`config.mk`:
```
export PLATFORM = sky130hd
export DESIGN_NAME = pll_src_switch
export DESIGN_NICKNAME = d
export VERILOG_FILES = /design/src/rtl/pll_sw_pkg.sv /design/src/rtl/pll_sw_timer.sv /design/src/rtl/pll_sw_fsm.sv /design/src/rtl/pll_sw_decode.sv /design/src/rtl/pll_src_switch.sv
export SDC_FILE = /design/constraint.sdc
export NUM_CORES = 1
export LEC_CHECK = 0
export ABC_AREA = 1
export CAP_MARGIN = 25
export CORE_AREA = 2 2 61 57
export CTS_BUF_LIST = sky130_fd_sc_hd__clkbuf_8
export DETAILED_ROUTE_END_ITERATION = 8
export DIE_AREA = 0 0 63 59
export MAX_ROUTING_LAYER = met4
export PLACE_DENSITY_LB_ADDON = 0.3
export SYNTH_ARGS = -nofsm -noshare
export SYNTH_HDL_FRONTEND = slang
export SYNTH_SLANG_ARGS = --single-unit
```
`constraint.sdc`:
```
create_clock -name clk -period 1.4 [get_ports clk]
set_input_delay 0.42 -clock clk [delete_from_list [all_inputs] [get_ports clk]]
set_output_delay 0.42 -clock clk [all_outputs]
set_load 0.02 [all_outputs]
```
`src/rtl/pll_sw_pkg.sv`:
```
package pll_sw_pkg;

    typedef enum logic [1:0] {
        ST_DIG_RUN = 2'd0,
        ST_ANA_RUN = 2'd1,
        ST_RELEASE = 2'd2,
        ST_ACQUIRE = 2'd3
    } sw_state_e;

    typedef struct packed {
        sw_state_e state;
        logic      to_ana;
        logic      err;
        logic      done;
    } sw_regs_t;

    localparam sw_regs_t SW_REGS_RESET = '{
        state:  ST_DIG_RUN,
        to_ana: 1'b0,
        err:    1'b0,
        done:   1'b0
    };

endpackage

```
`src/rtl/pll_sw_timer.sv`:
```
module pll_sw_timer #(
    parameter int unsigned WAIT_LIMIT = 1024
) (
    input  logic clk,
    input  logic rst_n,
    input  logic run,
    input  logic restart,
    output logic expired
);
    localparam int unsigned CNT_W = $clog2(WAIT_LIMIT + 1);
    localparam logic [CNT_W-1:0] LAST = CNT_W'(WAIT_LIMIT - 1);

    logic [CNT_W-1:0] cnt_d, cnt_q;

    always_comb begin
        if (restart || !run) begin
            cnt_d = '0;
        end else begin
            cnt_d = cnt_q + 1'b1;
        end
    end

    always_ff @(posedge clk) begin
        if (!rst_n) begin
            cnt_q <= '0;
        end else begin
            cnt_q <= cnt_d;
        end
    end

    assign expired = run && (cnt_q == LAST);

endmodule

```
`src/rtl/pll_sw_fsm.sv`:
```
module pll_sw_fsm
    import pll_sw_pkg::*;
(
    input  logic      clk,
    input  logic      rst_n,
    input  logic      sw_req,
    input  logic      sw_to_ana,
    input  logic      dig_lock,
    input  logic      ana_lock,
    input  logic      expired,
    output logic      wait_run,
    output logic      wait_restart,
    output sw_state_e state,
    output logic      to_ana,
    output logic      err,
    output logic      done
);
    sw_regs_t  r_d, r_q;
    logic      old_lock;
    logic      new_lock;
    sw_state_e home_st;
    sw_state_e dest_st;

    always_comb begin
        r_d      = r_q;
        r_d.done = 1'b0;
        wait_run = 1'b0;
        old_lock = r_q.to_ana ? dig_lock : ana_lock;
        new_lock = r_q.to_ana ? ana_lock : dig_lock;
        home_st  = r_q.to_ana ? ST_DIG_RUN : ST_ANA_RUN;
        dest_st  = r_q.to_ana ? ST_ANA_RUN : ST_DIG_RUN;

        unique case (r_q.state)
            ST_DIG_RUN: begin
                if (sw_req && sw_to_ana) begin
                    r_d.state  = ST_RELEASE;
                    r_d.to_ana = 1'b1;
                end
            end
            ST_ANA_RUN: begin
                if (sw_req && !sw_to_ana) begin
                    r_d.state  = ST_RELEASE;
                    r_d.to_ana = 1'b0;
                end
            end
            ST_RELEASE: begin
                wait_run = 1'b1;
                if (!old_lock) begin
                    r_d.state = ST_ACQUIRE;
                end else if (expired) begin
                    r_d.state = home_st;
                    r_d.err   = 1'b1;
                end
            end
            ST_ACQUIRE: begin
                wait_run = 1'b1;
                if (new_lock) begin
                    r_d.state = dest_st;
                    r_d.done  = 1'b1;
                end else if (expired) begin
                    r_d.state = home_st;
                    r_d.err   = 1'b1;
                end
            end
            default: begin
                r_d.state = ST_DIG_RUN;
            end
        endcase

        wait_restart = (r_d.state != r_q.state);
    end

    always_ff @(posedge clk) begin
        if (!rst_n) begin
            r_q <= SW_REGS_RESET;
        end else begin
            r_q <= r_d;
        end
    end

    assign state  = r_q.state;
    assign to_ana = r_q.to_ana;
    assign err    = r_q.err;
    assign done   = r_q.done;

endmodule

```
`src/rtl/pll_sw_decode.sv`:
```
module pll_sw_decode
    import pll_sw_pkg::*;
(
    input  sw_state_e state,
    input  logic      to_ana,
    input  logic      dig_lock,
    input  logic      ana_lock,
    input  logic      clk_req,
    output logic      dig_en,
    output logic      ana_en,
    output logic      src_sel,
    output logic      busy,
    output logic      clk_en
);
    logic in_release;
    logic in_acquire;
    logic sel_lock;

    always_comb begin
        in_release = (state == ST_RELEASE);
        in_acquire = (state == ST_ACQUIRE);
        busy       = in_release || in_acquire;
        dig_en     = (state == ST_DIG_RUN) || (in_acquire && !to_ana);
        ana_en     = (state == ST_ANA_RUN) || (in_acquire && to_ana);
        src_sel    = (state == ST_ANA_RUN)
                   || (in_release && !to_ana)
                   || (in_acquire && to_ana);
        sel_lock   = src_sel ? ana_lock : dig_lock;
        clk_en     = clk_req && !busy && sel_lock;
    end

endmodule

```
`src/rtl/pll_src_switch.sv`:
```
module pll_src_switch
    import pll_sw_pkg::*;
#(
    parameter int unsigned WAIT_LIMIT = 1024
) (
    input  logic clk,
    input  logic rst_n,
    input  logic sw_req,
    input  logic sw_to_ana,
    input  logic dig_lock,
    input  logic ana_lock,
    input  logic clk_req,
    output logic dig_en,
    output logic ana_en,
    output logic src_sel,
    output logic clk_en,
    output logic busy,
    output logic done,
    output logic err
);
    logic      wait_run;
    logic      wait_restart;
    logic      expired;
    sw_state_e state;
    logic      to_ana;

    pll_sw_fsm u_fsm (
        .clk          (clk),
        .rst_n        (rst_n),
        .sw_req       (sw_req),
        .sw_to_ana    (sw_to_ana),
        .dig_lock     (dig_lock),
        .ana_lock     (ana_lock),
        .expired      (expired),
        .wait_run     (wait_run),
        .wait_restart (wait_restart),
        .state        (state),
        .to_ana       (to_ana),
        .err          (err),
        .done         (done)
    );

    pll_sw_timer #(
        .WAIT_LIMIT (WAIT_LIMIT)
    ) u_timer (
        .clk     (clk),
        .rst_n   (rst_n),
        .run     (wait_run),
        .restart (wait_restart),
        .expired (expired)
    );

    pll_sw_decode u_dec (
        .state    (state),
        .to_ana   (to_ana),
        .dig_lock (dig_lock),
        .ana_lock (ana_lock),
        .clk_req  (clk_req),
        .dig_en   (dig_en),
        .ana_en   (ana_en),
        .src_sel  (src_sel),
        .busy     (busy),
        .clk_en   (clk_en)
    );

endmodule

```
==> report_table.html <==
<table>
<tr><th>Metric</th><th>Value</th></tr>
<tr><th colspan="2">Final layout</th></tr>
<tr><td># fillers</td><td>278</td></tr>
<tr><td>Final net count</td><td>186</td></tr>
<tr><td>Final design area excluding fillers</td><td>1637 sq um</td></tr>
<tr><td>Share of post-route cells with drive strength above 1</td><td>57.06%</td></tr>
<tr><td>Final Core Density</td><td>54.21%</td></tr>
<tr><td>Diode insertion count for antenna repair</td><td>0</td></tr>
<tr><td>Layout overhead on the synthesized area</td><td>70.98%</td></tr>
<tr><th colspan="2">Route</th></tr>
<tr><td>Violation count after the first detailed-routing iteration</td><td>37</td></tr>
<tr><td>DR pass1 iterations</td><td>4</td></tr>
<tr><td>Number of antenna-violating nets in the routed design</td><td>0</td></tr>
<tr><td>Routed len/inst</td><td>11.43 um</td></tr>
<tr><td>Remaining DRCs</td><td>0</td></tr>
<tr><td>Total via count in the routed design</td><td>974</td></tr>
<tr><td>Final routed wirelength across all metal layers</td><td>2503 um</td></tr>
<tr><td>Number of vias per cell after detailed routing</td><td>4.447</td></tr>
<tr><th colspan="2">Setup path</th></tr>
<tr><td>Startpoint of the worst register-to-register path</td><td>u_timer.cnt_q[1]</td></tr>
<tr><td>Worst endpoint data arrival time</td><td>1.24 ns</td></tr>
<tr><td>Launch point of the worst path</td><td>u_fsm.state[1]</td></tr>
<tr><td>Maximum fanout count along the critical path</td><td>4</td></tr>
<tr><td>Type of the setup path with the least slack</td><td>flip-flop to output pin</td></tr>
<tr><td>Data required time at the worst endpoint</td><td>0.98 ns</td></tr>
<tr><td>Worst Setup Start Kind</td><td>flip-flop</td></tr>
<tr><td>Crit end category</td><td>output pin</td></tr>
<tr><th colspan="2">Clock network</th></tr>
<tr><td>TritonCTS Buffers</td><td>3</td></tr>
<tr><td>Buffer levels on the longest clock path</td><td>2</td></tr>
<tr><td>Number of buffers inserted by hold repair at cts</td><td>0</td></tr>
<tr><td>Reg clk slew, reported paths</td><td>0.07 ns</td></tr>
<tr><td>H-Tree Depth</td><td>1</td></tr>
<tr><td>TritonCTS clock tree</td><td>built</td></tr>
<tr><td>Root Buffer</td><td>sky130_fd_sc_hd__clkbuf_8</td></tr>
<tr><td>Clock tree sinks</td><td>16</td></tr>
<tr><td>Clock latency of the later-clocked register in the worst-skew pair</td><td>0.26 ns</td></tr>
<tr><th colspan="2">Synth</th></tr>
<tr><td>Netlist area before placement</td><td>957.2 sq um</td></tr>
<tr><td>Mean instance size in the synthesized netlist</td><td>7.719 sq um</td></tr>
<tr><td>Unique cell type count in the Yosys netlist</td><td>26</td></tr>
<tr><td>Synthesis warning total</td><td>0</td></tr>
<tr><td>Seq/Total Area, Yosys</td><td>33.46%</td></tr>
<tr><td>Mapped Nets</td><td>132</td></tr>
<tr><td>Synthesized instance count</td><td>124</td></tr>
<tr><td>Synth Register Bits</td><td>16</td></tr>
<tr><th colspan="2">Floorplanning</th></tr>
<tr><td>Effective utilization at floorplan</td><td>31.70%</td></tr>
<tr><td>Rows</td><td>19</td></tr>
<tr><td>I/O pin total</td><td>14</td></tr>
<tr><td>Total die area</td><td>3717 sq um</td></tr>
<tr><td>Width of the die</td><td>63 um</td></tr>
<tr><td>Overall die height</td><td>59 um</td></tr>
<tr><td>Area of the placeable core</td><td>3019 sq um</td></tr>
<tr><th colspan="2">Run</th></tr>
<tr><td>Max-capacitance violation count</td><td>0</td></tr>
<tr><th colspan="2">Placement</th></tr>
<tr><td>Half-perimeter wire length of the detailed placement result</td><td>1613 um</td></tr>
<tr><td>GP Congestion</td><td>0.7781</td></tr>
<tr><td>Count of input and output buffers</td><td>13</td></tr>
<tr><td>Total cell area at the placement stage</td><td>1405 sq um</td></tr>
<tr><th colspan="2">STA</th></tr>
<tr><td>Max transition margin</td><td>82.36%</td></tr>
<tr><td>Fin crit period</td><td>1.664 ns</td></tr>
<tr><td>Total setup violations reported at the end of the flow</td><td>17</td></tr>
<tr><td>Fraction of the cycle the final worst path needs</td><td>118.9%</td></tr>
<tr><td>Final hold violation count</td><td>0</td></tr>
<tr><td>RSZ-0062 raised after global routing</td><td>yes</td></tr>
<tr><td>Slew at the pin closest to its max-slew limit</td><td>0.2631 ns</td></tr>
<tr><td>Peak clock frequency supported by timing</td><td>0.6008 GHz</td></tr>
<tr><td>Largest clock skew in the final design</td><td>0.0009820 ns</td></tr>
<tr><td>Sum of negative setup slack</td><td>-1.589 ns</td></tr>
<tr><td>Final number of max-transition violations</td><td>0</td></tr>
<tr><td>Post-route setup slack</td><td>-0.2644 ns</td></tr>
<tr><th colspan="2">Outcome</th></tr>
<tr><td>Failing checks</td><td>negative setup slack</td></tr>
<tr><td>Outcome</td><td>finished with violations</td></tr>
<tr><th colspan="2">Min path</th></tr>
<tr><td>Worst Min Path Start</td><td>u_timer.cnt_q[0]</td></tr>
<tr><td>Classification of the worst-slack hold path</td><td>flip-flop to flip-flop</td></tr>
<tr><th colspan="2">Global route</th></tr>
<tr><td>Wire length of the first global-routing pass</td><td>4140 um</td></tr>
<tr><td>Largest net degree at the start of global routing</td><td>12</td></tr>
<tr><td>Total global routing track utilization</td><td>14.47%</td></tr>
<tr><td>Antenna violations before repair</td><td>0</td></tr>
<tr><td>GR Overflow Total</td><td>0</td></tr>
<tr><td>Vias in the first global route</td><td>1006</td></tr>
<tr><th colspan="2">Power</th></tr>
<tr><td>Total Power</td><td>1.107 mW</td></tr>
<tr><td>Leakage dissipation</td><td>0.6700 nW</td></tr>
<tr><td>Peak ir drop on the vdd network</td><td>621.8 uV</td></tr>
<tr><td>Cell Pwr Density</td><td>676.2 nW/um^2</td></tr>
</table>
## per-stage QoR
| step | instances | hold WS [ns] | worst slack, ns |
|---|---|---|---|
| floorplan | 124 | 0.4408 | 0.002015 |
| global placement | 204 | 0.5164 | -0.7602 |
| detailed placement | 204 | 0.4935 | -0.7668 |
| CTS | 216 | 0.5237 | -0.2659 |
| global route | 219 | 0.5729 | -0.3306 |
| finish | 219 | 0.5453 | -0.2644 |
## worst max-delay path: stages (launching register included)
cell and delay [ns]:
sky130_fd_sc_hd__dfxtp_4 0.37, sky130_fd_sc_hd__inv_6 0.05, sky130_fd_sc_hd__o21ai_4 0.15, sky130_fd_sc_hd__nand2_4 0.08, sky130_fd_sc_hd__o2111ai_2 0.17, sky130_fd_sc_hd__inv_2 0.05, sky130_fd_sc_hd__buf_6 0.12
## path summary, 6_finish.rpt
path	to	slack, ns	cells past startpoint
worst max register to register	u_fsm.state[1]	-0.23	11
worst min register to register	u_timer.cnt_q[0]	0.55	2
worst min-delay path	u_timer.cnt_q[0]	0.55	2
worst max-delay path	clk_en	-0.26	6
## cells in the final DEF, fill, tap and decap left out, types with 2 or more instances in the layout
cell type,synthesis,layout
sky130_fd_sc_hd__clkdlybuf4s50_1,0,4
sky130_fd_sc_hd__nand2_1,27,16
sky130_fd_sc_hd__buf_6,2,5
sky130_fd_sc_hd__dlygate4sd2_1,0,4
sky130_fd_sc_hd__nand2_2,3,13
sky130_fd_sc_hd__nand3_1,7,6
sky130_fd_sc_hd__nor3_1,3,2
sky130_fd_sc_hd__buf_4,0,36
sky130_fd_sc_hd__nor2_4,3,7
sky130_fd_sc_hd__dfxtp_2,0,2
sky130_fd_sc_hd__nand4_1,4,4
sky130_fd_sc_hd__clkbuf_8,0,4
sky130_fd_sc_hd__xor2_1,7,7
sky130_fd_sc_hd__dfxtp_4,0,3
sky130_fd_sc_hd__inv_1,17,13
sky130_fd_sc_hd__nor2_1,6,3
sky130_fd_sc_hd__inv_2,2,4
sky130_fd_sc_hd__nor3_2,11,12
sky130_fd_sc_hd__nand3_4,1,2
sky130_fd_sc_hd__dfxtp_1,16,11
## synth_stat cells (all sizes together)
master   instances  area (sq um)
nor3            14         125.1
buf              2         22.52
o21ai            1         5.000
clkinv           1         3.750
nand3            9         62.56
clkbuf           1         3.750
a211oi           1         7.510
nand2           30         120.1
a21oi            3         15.01
nand4            4         25.02
o31ai            1         7.510
nor2            11         68.81
ha               1         12.51
inv             19         71.32
o2111ai          1         8.760
dfxtp           16         320.3
o21bai           1         7.510
xor2             7         61.31
xnor2            1         8.760
## per-layer routing
layer | vias to the layer above | share of wire [%] | GRT usage [%]
met1 | 448 | 41 | 16.22
met2 | 17 | 54 | 25.53
met3 | 2 | 3.9 | 4.753
met4 | 0 | 0.52 | 2.857
met5 | - | 0 | -
li1 | 507 | - | -
## area by class of cell
type | instances | area (sq um) | share of cell area [%]
inverter | 20 | 82.58 | 5.046
clock buffer | 4 | 55.05 | 3.364
sequential | 16 | 334.1 | 20.41
tap | 42 | 52.55 | 3.211
multi-input combinational | 85 | 658.1 | 40.21
timing repair buffer | 52 | 454.2 | 27.75
## logic make-up after synthesis
group	after synthesis	share of synthesized area [%]
AND/OR/NAND/NOR	68	41.96
flip-flops	16	33.46
adder cells (fa/ha/maj)	1	1.307
AO/OA/AOI/OAI	8	5.360
XOR/XNOR	8	7.321
buffers and inverters	23	10.59
## report_power, final
part           internal (mW)  switching (mW)  leakage, nW  total, mW
logic                  0.107           0.104        0.509      0.211
clock network          0.250           0.179       0.0288      0.429
registers              0.459         0.00826        0.132      0.467
## state kept, by name, summed over array words and instances, names as in the netlist
| signal | count |
|---|---|
| u_fsm.done | 1 |
| u_fsm.err | 1 |
| u_fsm.state | 2 |
| u_fsm.to_ana | 1 |
| u_timer.cnt_q | 11 |
## timing repair
| action | in CTS | in global routing |
|---|---|---|
| gates resized for setup | 46 | 15 |
| endpoints found under the setup margin | 20 | 17 |
| cloned | 1 | 0 |
| buffers inserted | 8 | 3 |
| pin swaps | 5 | 4 |
Power figures use the tool's default switching activity.
